$ cat src/rtl/acc_alu_pkg.sv
package acc_alu_pkg;

    typedef enum logic [3:0] {
        OP_AND  = 4'd0,
        OP_OR   = 4'd1,
        OP_XOR  = 4'd2,
        OP_ADD  = 4'd3,
        OP_ADC  = 4'd4,
        OP_SUBM = 4'd5,
        OP_SUBD = 4'd6,
        OP_SBBM = 4'd7,
        OP_SBBD = 4'd8,
        OP_SHR  = 4'd9,
        OP_RORC = 4'd10,
        OP_SHL  = 4'd11,
        OP_ROLC = 4'd12
    } alu_op_e;

    // Control word for the shared adder: which input is the minuend,
    // whether the second input is inverted, and where the carry-in comes from.
    typedef struct packed {
        logic swap;       // first adder input is the accumulator
        logic invert;     // subtract: add the one's complement
        logic use_flag;   // carry-in taken from the flag
        logic fixed_cin;  // carry-in value when the flag is not used
    } arith_ctl_t;

    typedef enum logic [1:0] {
        CLS_NONE  = 2'd0,
        CLS_LOGIC = 2'd1,
        CLS_ARITH = 2'd2,
        CLS_SHIFT = 2'd3
    } op_class_e;

    function automatic op_class_e classify(input logic [3:0] code);
        case (code)
            OP_AND, OP_OR, OP_XOR:                         classify = CLS_LOGIC;
            OP_ADD, OP_ADC, OP_SUBM, OP_SUBD,
            OP_SBBM, OP_SBBD:                              classify = CLS_ARITH;
            OP_SHR, OP_RORC, OP_SHL, OP_ROLC:              classify = CLS_SHIFT;
            default:                                       classify = CLS_NONE;
        endcase
    endfunction

    function automatic arith_ctl_t arith_decode(input logic [3:0] code);
        arith_ctl_t c;
        c = '0;
        case (code)
            OP_ADD:  c = '{swap: 1'b0, invert: 1'b0, use_flag: 1'b0, fixed_cin: 1'b0};
            OP_ADC:  c = '{swap: 1'b0, invert: 1'b0, use_flag: 1'b1, fixed_cin: 1'b0};
            OP_SUBM: c = '{swap: 1'b0, invert: 1'b1, use_flag: 1'b0, fixed_cin: 1'b1};
            OP_SUBD: c = '{swap: 1'b1, invert: 1'b1, use_flag: 1'b0, fixed_cin: 1'b1};
            OP_SBBM: c = '{swap: 1'b0, invert: 1'b1, use_flag: 1'b1, fixed_cin: 1'b0};
            OP_SBBD: c = '{swap: 1'b1, invert: 1'b1, use_flag: 1'b1, fixed_cin: 1'b0};
            default: c = '0;
        endcase
        return c;
    endfunction

endpackage

$ cat src/rtl/acc_alu_logic.sv
module acc_alu_logic
    import acc_alu_pkg::*;
#(
    parameter int WIDTH = 8
) (
    input  logic [3:0]       code,
    input  logic [WIDTH-1:0] acc,
    input  logic [WIDTH-1:0] opnd,
    output logic [WIDTH-1:0] result
);
    always_comb begin
        case (code)
            OP_AND:  result = acc & opnd;
            OP_OR:   result = acc | opnd;
            OP_XOR:  result = acc ^ opnd;
            default: result = acc;
        endcase
    end
endmodule

$ cat src/rtl/acc_alu_arith.sv
module acc_alu_arith
    import acc_alu_pkg::*;
#(
    parameter int WIDTH = 8
) (
    input  arith_ctl_t       ctl,
    input  logic [WIDTH-1:0] acc,
    input  logic [WIDTH-1:0] opnd,
    input  logic             flag,
    output logic [WIDTH-1:0] result,
    output logic             carry
);
    localparam int SUM_W = WIDTH + 1;

    logic [WIDTH-1:0] in_a;
    logic [WIDTH-1:0] in_b;
    logic [WIDTH-1:0] in_b_eff;
    logic             cin;
    logic [SUM_W-1:0] total;

    always_comb begin
        in_a     = ctl.swap ? acc  : opnd;
        in_b     = ctl.swap ? opnd : acc;
        in_b_eff = ctl.invert ? ~in_b : in_b;
        cin      = ctl.use_flag ? flag : ctl.fixed_cin;
        // For subtraction the carry out of a + ~b + cin is the no-borrow bit.
        total    = {1'b0, in_a} + {1'b0, in_b_eff} + {{WIDTH{1'b0}}, cin};
        result   = total[WIDTH-1:0];
        carry    = total[WIDTH];
    end
endmodule

$ cat src/rtl/acc_alu_shift.sv
module acc_alu_shift
    import acc_alu_pkg::*;
#(
    parameter int WIDTH = 8
) (
    input  logic [3:0]       code,
    input  logic [WIDTH-1:0] acc,
    input  logic             flag,
    output logic [WIDTH-1:0] result,
    output logic             flag_out
);
    logic fill;
    logic go_left;

    always_comb begin
        go_left = (code == OP_SHL) || (code == OP_ROLC);
        fill    = ((code == OP_RORC) || (code == OP_ROLC)) ? flag : 1'b0;
    end

    logic [WIDTH-1:0] right_v;
    logic [WIDTH-1:0] left_v;

    for (genvar i = 0; i < WIDTH; i++) begin : g_bits
        if (i == WIDTH - 1) begin : g_top
            assign right_v[i] = fill;
        end else begin : g_mid_r
            assign right_v[i] = acc[i+1];
        end
        if (i == 0) begin : g_bot
            assign left_v[i] = fill;
        end else begin : g_mid_l
            assign left_v[i] = acc[i-1];
        end
    end

    always_comb begin
        result   = go_left ? left_v : right_v;
        flag_out = go_left ? acc[WIDTH-1] : acc[0];
    end
endmodule

$ cat src/rtl/dacc_alu.sv
module dacc_alu
    import acc_alu_pkg::*;
#(
    parameter int WIDTH = 8
) (
    input  logic             clk,
    input  logic             rst,
    input  logic             we,
    input  logic [3:0]       op_sel,
    input  logic [WIDTH-1:0] operand,
    output logic [WIDTH-1:0] d_out,
    output logic             df_out
);
    localparam int EXT_W = WIDTH + 1;

    logic [WIDTH-1:0] d_q;
    logic             df_q;

    op_class_e        cls;
    arith_ctl_t       actl;
    logic [WIDTH-1:0] logic_res;
    logic [WIDTH-1:0] arith_res;
    logic             arith_c;
    logic [WIDTH-1:0] shift_res;
    logic             shift_f;
    logic [WIDTH-1:0] d_nxt;
    logic             df_nxt;
    logic             df_wr;

    always_comb begin
        cls  = classify(op_sel);
        actl = arith_decode(op_sel);
    end

    acc_alu_logic #(.WIDTH(WIDTH)) u_logic (
        .code   (op_sel),
        .acc    (d_q),
        .opnd   (operand),
        .result (logic_res)
    );

    acc_alu_arith #(.WIDTH(WIDTH)) u_arith (
        .ctl    (actl),
        .acc    (d_q),
        .opnd   (operand),
        .flag   (df_q),
        .result (arith_res),
        .carry  (arith_c)
    );

    acc_alu_shift #(.WIDTH(WIDTH)) u_shift (
        .code     (op_sel),
        .acc      (d_q),
        .flag     (df_q),
        .result   (shift_res),
        .flag_out (shift_f)
    );

    always_comb begin
        d_nxt  = d_q;
        df_nxt = df_q;
        df_wr  = 1'b0;
        case (cls)
            CLS_LOGIC: d_nxt = logic_res;
            CLS_ARITH: begin
                d_nxt  = arith_res;
                df_nxt = arith_c;
                df_wr  = 1'b1;
            end
            CLS_SHIFT: begin
                d_nxt  = shift_res;
                df_nxt = shift_f;
                df_wr  = 1'b1;
            end
            default: ;
        endcase
    end

    always_ff @(posedge clk) begin
        if (rst) begin
            d_q <= '0;
        end else if (we) begin
            d_q <= d_nxt;
        end
    end

    // The flag has no reset: it is only ever written by an operation.
    always_ff @(posedge clk) begin
        if (!rst && we && df_wr) begin
            df_q <= df_nxt;
        end
    end

    assign d_out  = d_q;
    assign df_out = df_q;

    // ---------------- assertions ----------------
    assert_reset_clears_R1: assert property (@(posedge clk)
        rst |=> (d_q == '0));

    assert_hold_when_idle_R2: assert property (@(posedge clk) disable iff (rst)
        (!we && !$isunknown(df_q)) |=> ($stable(d_q) && $stable(df_q)));

    assert_logic_keeps_flag_R3: assert property (@(posedge clk) disable iff (rst)
        (we && op_sel <= 4'd2 && !$isunknown(df_q)) |=> $stable(df_q));

    assert_add_sum_R4: assert property (@(posedge clk) disable iff (rst)
        (we && op_sel == 4'd3) |=>
        ({df_q, d_q} == ({1'b0, $past(operand)} + {1'b0, $past(d_q)})));

    assert_adc_sum_R5: assert property (@(posedge clk) disable iff (rst)
        (we && op_sel == 4'd4 && !$isunknown(df_q)) |=>
        ({df_q, d_q} == ({1'b0, $past(operand)} + {1'b0, $past(d_q)}
                         + {{WIDTH{1'b0}}, $past(df_q)})));

    assert_sub_noborrow_R6: assert property (@(posedge clk) disable iff (rst)
        (we && op_sel == 4'd6) |=>
        (df_q == ($past(d_q) >= $past(operand))));

    assert_sbb_noborrow_R7: assert property (@(posedge clk) disable iff (rst)
        (we && op_sel == 4'd7 && !$isunknown(df_q)) |=>
        (df_q == ({1'b0, $past(operand)} >=
                  ({1'b0, $past(d_q)} + {{WIDTH{1'b0}}, ~$past(df_q)}))));

    assert_shr_fill_R8: assert property (@(posedge clk) disable iff (rst)
        (we && op_sel == 4'd9) |=>
        (d_q[WIDTH-1] == 1'b0 && df_q == $past(d_q[0])));

    assert_rorc_fill_R9: assert property (@(posedge clk) disable iff (rst)
        (we && op_sel == 4'd10 && !$isunknown(df_q)) |=>
        (d_q[WIDTH-1] == $past(df_q) && df_q == $past(d_q[0])));

    assert_rolc_fill_R10: assert property (@(posedge clk) disable iff (rst)
        (we && op_sel == 4'd12 && !$isunknown(df_q)) |=>
        (d_q[0] == $past(df_q) && df_q == $past(d_q[WIDTH-1])));

    assert_reserved_noop_R11: assert property (@(posedge clk) disable iff (rst)
        (we && op_sel >= 4'd13 && !$isunknown(df_q)) |=>
        ($stable(d_q) && $stable(df_q)));

    // Width guard for the comparison helpers above.
    initial begin
        assert_width_sane_R4: assert (EXT_W == WIDTH + 1 && WIDTH >= 2);
    end

endmodule

$ cat config.mk
export PLATFORM = sky130hd
export DESIGN_NAME = dacc_alu
export DESIGN_NICKNAME = d
export VERILOG_FILES = /design/src/rtl/acc_alu_pkg.sv /design/src/rtl/acc_alu_logic.sv /design/src/rtl/acc_alu_arith.sv /design/src/rtl/acc_alu_shift.sv /design/src/rtl/dacc_alu.sv
export SDC_FILE = /design/constraint.sdc
export NUM_CORES = 1
export LEC_CHECK = 0
export CAP_MARGIN = 25
export CORE_MARGIN = 5
export CORE_UTILIZATION = 35
export CTS_BUF_LIST = sky130_fd_sc_hd__clkbuf_4
export DETAILED_ROUTE_END_ITERATION = 8
export PLACE_DENSITY = 0.62
export SLEW_MARGIN = 25
export SYNTH_ARGS = -nofsm -noshare
export SYNTH_HDL_FRONTEND = slang
export SYNTH_HIERARCHICAL = 1
export SYNTH_SLANG_ARGS = --single-unit
export TNS_END_PERCENT = 30
$ cat constraint.sdc
create_clock -name clk -period 4.4 [get_ports clk]
set_input_delay 0.66 -clock clk [delete_from_list [all_inputs] [get_ports clk]]
set_output_delay 0.66 -clock clk [all_outputs]
set_load 0.02 [all_outputs]
Word level (Yosys, flattened, before mapping)
Memory sizes are Yosys's and may differ from the RTL's.
Index checks and enable logic that the tools add are counted.
Word-level totals
  register bits after elaboration: 9
  memory bits (read-only): 32
  input port bits: 15
  output and inout port bits: 9
  word-level logic and storage cells: 46
  memories: 1
Operators by class
  add/subtract/negate cells: 2
  equality and inequality tests: 14
  multiplexer cells: 12
  bitwise logic cells: 4
  reductions and logical operators: 11
Memories
  (no name shown): depth 16, width 2, rd ports 1, clocked after Yosys merged registers in 0, write ports 0, RTL line acc_alu_pkg.sv:36  | case (code)
Operator list (number)
  case mux 8 bit (3 select lines): 2
  2-to-1 mux 8 bit: 4
  case mux 4 bit (5 select lines): 1
  equality test 4 x 3 -> 1 bit (second input constant): 4
  equality test 4 bit (second input constant): 4
  adder 8 x 8 -> 9 bit: 1
  adder 9 x 1 -> 9 bit: 1
  AND 8 bit: 1
  inverter 8 bit: 1
  OR 8 bit: 1
  bitwise XOR 8 bit: 1
  equality test 2 bit (second input constant): 2
  equality test 4 x 1 -> 1 bit (second input constant): 1
  equality test 4 x 2 -> 1 bit (second input constant): 1
  zero test 4 bit: 1
  2-to-1 mux 1 bit: 4
  != test 4 x 1 -> 1 bit (second input constant): 1
  AND reduction 3 bit: 1
  nonzero test 3 bit: 1
  equality test 2 x 1 -> 1 bit (second input constant): 1
  logical AND 1 bit: 2
  logical OR 1 bit: 2
  case mux 1 bit (2 select lines): 1
  AND reduction 2 bit: 1
  other kinds (3): 3

Longest topological paths before layout
Gate-level depths: netlist (run 1).
  depth in word-level cells: 8
  mapped depth: 16
  depth with buffers taken out: 13

Modules after synthesis
The synthesis (run 1) kept the hierarchy.
Modules (own cells, without submodules)
  dacc_alu: times used 1, cells each 82, area each 716.9 um^2, sequential area each 190.2 um^2
  acc_alu_arith: times used 1, cells each 72, area each 604.3 um^2, sequential area each 0.0 um^2
  acc_alu_logic: times used 1, cells each 82, area each 575.6 um^2, sequential area each 0.0 um^2
  acc_alu_shift: times used 1, cells each 48, area each 367.9 um^2, sequential area each 0.0 um^2

Worst setup path after synthesis (run 1)
OpenSTA, ideal clock, no wires.
  path kind: in2reg
  start: in op_sel[1]
  end: reg df_q (netlist: df_out) (data pin)
  library setup time: 0.260 ns
  arrival: 3.397 ns
  data required time: 4.140 ns
  setup slack: 0.743 ns
  cell stages on the path: 14
  path buffers: 3
  path through: buf_4 > or3b_2 > a21oi_1 > buf_4 > buf_2 > mux2i_1 > fa_1 > inv_1 > fa_1 > a21oi_1 > nor2_1 > nor2_1 > o21ai_0 > mux2_2
RTL lines
  start: declaration: RTL line dacc_alu.sv:9  | input logic [3:0] op_sel,
  end signal: assignment: RTL line dacc_alu.sv:90  | df_q <= df_nxt;
  end: declaration: RTL line dacc_alu.sv:17  | logic df_q;

==> results_dict.tcl, run 1 <==
set metrics [dict create \
    min_path_type "register to register" \
    status "finished clean" \
    mostFrequentLayoutCells "inv_1, ha_1, clkdlybuf4s50_1, nor2_1, a21oi_1" \
    worstSetupPathType "input port to register" \
    crit_chain "clkdlybuf4s50_1 -> or3b_2 -> a21oi_1 -> buf_4 -> mux2i_1 -> fa_1 -> inv_1 -> fa_1 -> a21oi_1 -> nor2_1 -> nor2_1 -> o21ai_0 -> mux2_2" \
    syn_avg_cell_area_um2 7.974 \
    max_freq_ghz 0.2552 \
    rsz0062_at_grt "no" \
    cp_max_fo 8 \
    yosys_most_used_dff "dfxtp_1" \
    root_buffer "clkbuf_4" \
    hold_violations 0 \
    crit_arrival_ns 3.95 \
    drtIter0Drc 249 \
    synth-edff-count 1 \
    start_util_pct 35.87 \
    diodes 0 \
    die_w_um 90.44 \
    report.final.slew_viol_count 0 \
    grt.overflow.total 0 \
    stdcell_count 375 \
    tightest_slew_ns 0.6362 \
    synthCells 284 \
    io_pins 24 \
    grt_use_met3_pct 1.583 \
    relSlewSlack_pct 57.43 \
    route.detailed.drc 0 \
    met1_usage_pct 21.45 \
    nets 340 \
    drive_gt1_share_pct 12.75 \
    syn_nets 325 \
    num_rows 29 \
    postCtsResizedCells 0 \
    yosysSeqAreaShare_pct 8.398 \
    vias_per_cell 5.896 \
    wire_per_inst_um 16.27 \
    critPathBufInv 3 \
    netlist_area_mm2 0.002265 \
    netlist.area_leader.share_pct 13.26 \
    slowest_stage "clkdlybuf4s50_1" \
    fin_crit_ns 3.918 \
    cts-buffers-inserted 3 \
    powerDensity_mw_per_mm2 228.5 \
    ant_nets 0 \
    clkLatencyLatePin_ns 0.27 \
    dr.pass1.iters 4 \
    grt_pass1_vias 2002 \
    antenna_found_initial 0 \
    startpoint_type "input port" \
    hpwlAfterDp_mm 4.499 \
    clockBufferDepth 2 \
    slowest_delay_ns 0.48 \
    yosys-top-cells-area "ha_1, dfxtp_1, mux2i_1" \
    ir_drop_mv 0.1223 \
    met2_usage_pct 23.11 \
    syn_to_final_growth_pct 10.33 \
    finalCritPeriodShare_pct 89.05 \
    grt_pass1_wl_mm 10.29 \
    dieArea_mm2 0.008179 \
    fin_skew_ns 0.005585 \
    cts_hold_buffers 0 \
    critical-path-top-delay-family "buffers and inverters" \
    die_h_um 90.44 \
    cp.required_ns 4.43 \
    setup_violations 0 \
    place_congestion 0.8307 \
    vias 2211 \
    place.port_buffers 23 \
    cts_sinks 9 \
    grt.total_usage_pct 14.67 \
    post-cts-setup-buffers 0 \
    cts_tree "yes" \
    core_mm2 0.006314 \
    path_clk_slew_ns 0.07 \
    dp_cells 371 \
    synth_warnings 6 \
    endpoint_kind "register" \
    fin_setup_tns_ns 0 \
    synthArstFlopShare_pct 0 \
    grt_busiest_layer "met2" \
    ys_ff_latch 9 \
    grt_max_degree 50 \
    final_common_cell "inv_1" \
    maxCapViolations 0 \
    netlist-cell-type-count 60 \
    yosysTopAreaCell "ha_1" \
    wl_mm 6.103 \
    p_leak_uw 0.0009789 \
    cts_max_level 1 \
]
==> cell usage after synthesis, drive strengths merged (2+ instances only) <==
cell	instances
mux2	8
o21ai	27
mux2i	15
buf	15
a311oi	16
nor4	5
fa	2
nor2b	3
a21oi	19
and4bb	6
nor2	19
a22oi	2
nand2b	2
inv	28
nand3	9
dfxtp	8
o221a	7
a21o	2
nand2	6
clkbuf	5
nor3	3
nor3b	4
o22ai	3
o221ai	3
xor2	3
ha	24
xnor2	10
nand3b	3
and2	4
a311o	2
and3b	2
a211oi	2
a31oi	5
==> layout make-up <==
class,instances,area [um^2]
fill,684,3815
sequential,9,190.2
inverter,29,108.9
timing repair buffer,30,277.8
multi-input combinational,226,1798
tap,77,96.34
clock inverter,1,5.005
clock buffer,3,22.52
==> worst paths after layout <==
path,from,to,slack (ns),cells past startpoint
min,d_out[3],d_out[3],0.72,2
min reg2reg,d_out[3],d_out[3],0.72,2
max,op_sel[3],df_out,0.48,13
max reg2reg,d_out[0],df_out,1.72,10
==> tightest hold or removal path: cells and delay by family, from the launching register on <==
kind	cells	cell delay (ns)
AO/OA/AOI/OAI	2	0.23
flip-flops	1	0.44
==> logic make-up after synthesis <==
logic type / synth area share, %
adders and majority gates: 15.03
DFF: 8.398
xor gates and xnor gates: 5.028
muxes: 10.61
AOI/OAI and AO/OA: 29.06
buffers and inverters: 12.21
and+or+nand+nor: 19.67
==> per-stage QoR <==
stage	worst slack [ns]	power [uW]	utilization, %	hold slack [ns]	area (um^2)
final	0.4818	570.8	39.58	0.7168	2499
after global routing	0.2020	624.5	39.58	0.7560	2499
after CTS	0.4681	569.8	39.58	0.7196	2499
after detailed placement	0.2011	501.0	39.14	0.7057	2471
after global placement	0.2848	494.1	39.14	0.6912	2471
after floorplan	0.7433	398.4	-	0.6763	2265
==> power breakdown <==
group / internal, uW / leakage [uW] / switching [uW] / total, uW
Combinational: 173 / 0.000885 / 202 / 375
Clock: 33.7 / 0.0000177 / 34.8 / 68.5
Sequential: 93.9 / 0.0000757 / 33.3 / 127
Total: 301 / 0.000979 / 270 / 571
==> routing by layer <==
metal | up-vias | part of all wire, %
met5 | - | 0
li1 | 1097 | -
met4 | 0 | 1.0
met2 | 69 | 45
met1 | 1038 | 50
met3 | 7 | 4.5
==> sequential cells by signal (all words and copies together) (netlist names) <==
name,flops
df_out,1
d_out,8
Power figures use the tool's default switching activity.
==> inputs of run 2 (changes only) <==
--- a/config.mk
+++ b/config.mk
@@ -10,6 +10,7 @@
 export CORE_UTILIZATION = 35
 export CTS_BUF_LIST = sky130_fd_sc_hd__clkbuf_4
 export DETAILED_ROUTE_END_ITERATION = 8
+export HOLD_SLACK_MARGIN = 0.12
 export PLACE_DENSITY = 0.62
 export SLEW_MARGIN = 25
 export SYNTH_ARGS = -nofsm -noshare
==> results of run 2 <==
The final DEF is identical to that of run 1; final timing and power are the same.
==> inputs of run 3 (changes only) <==
--- a/config.mk
+++ b/config.mk
@@ -9,6 +9,7 @@
 export CORE_MARGIN = 5
 export CORE_UTILIZATION = 35
 export CTS_BUF_LIST = sky130_fd_sc_hd__clkbuf_4
+export CTS_CLUSTER_DIAMETER = 150
 export DETAILED_ROUTE_END_ITERATION = 8
 export HOLD_SLACK_MARGIN = 0.12
 export PLACE_DENSITY = 0.62
==> results of run 3 <==
The final DEF is identical to that of run 1; final timing and power are the same.
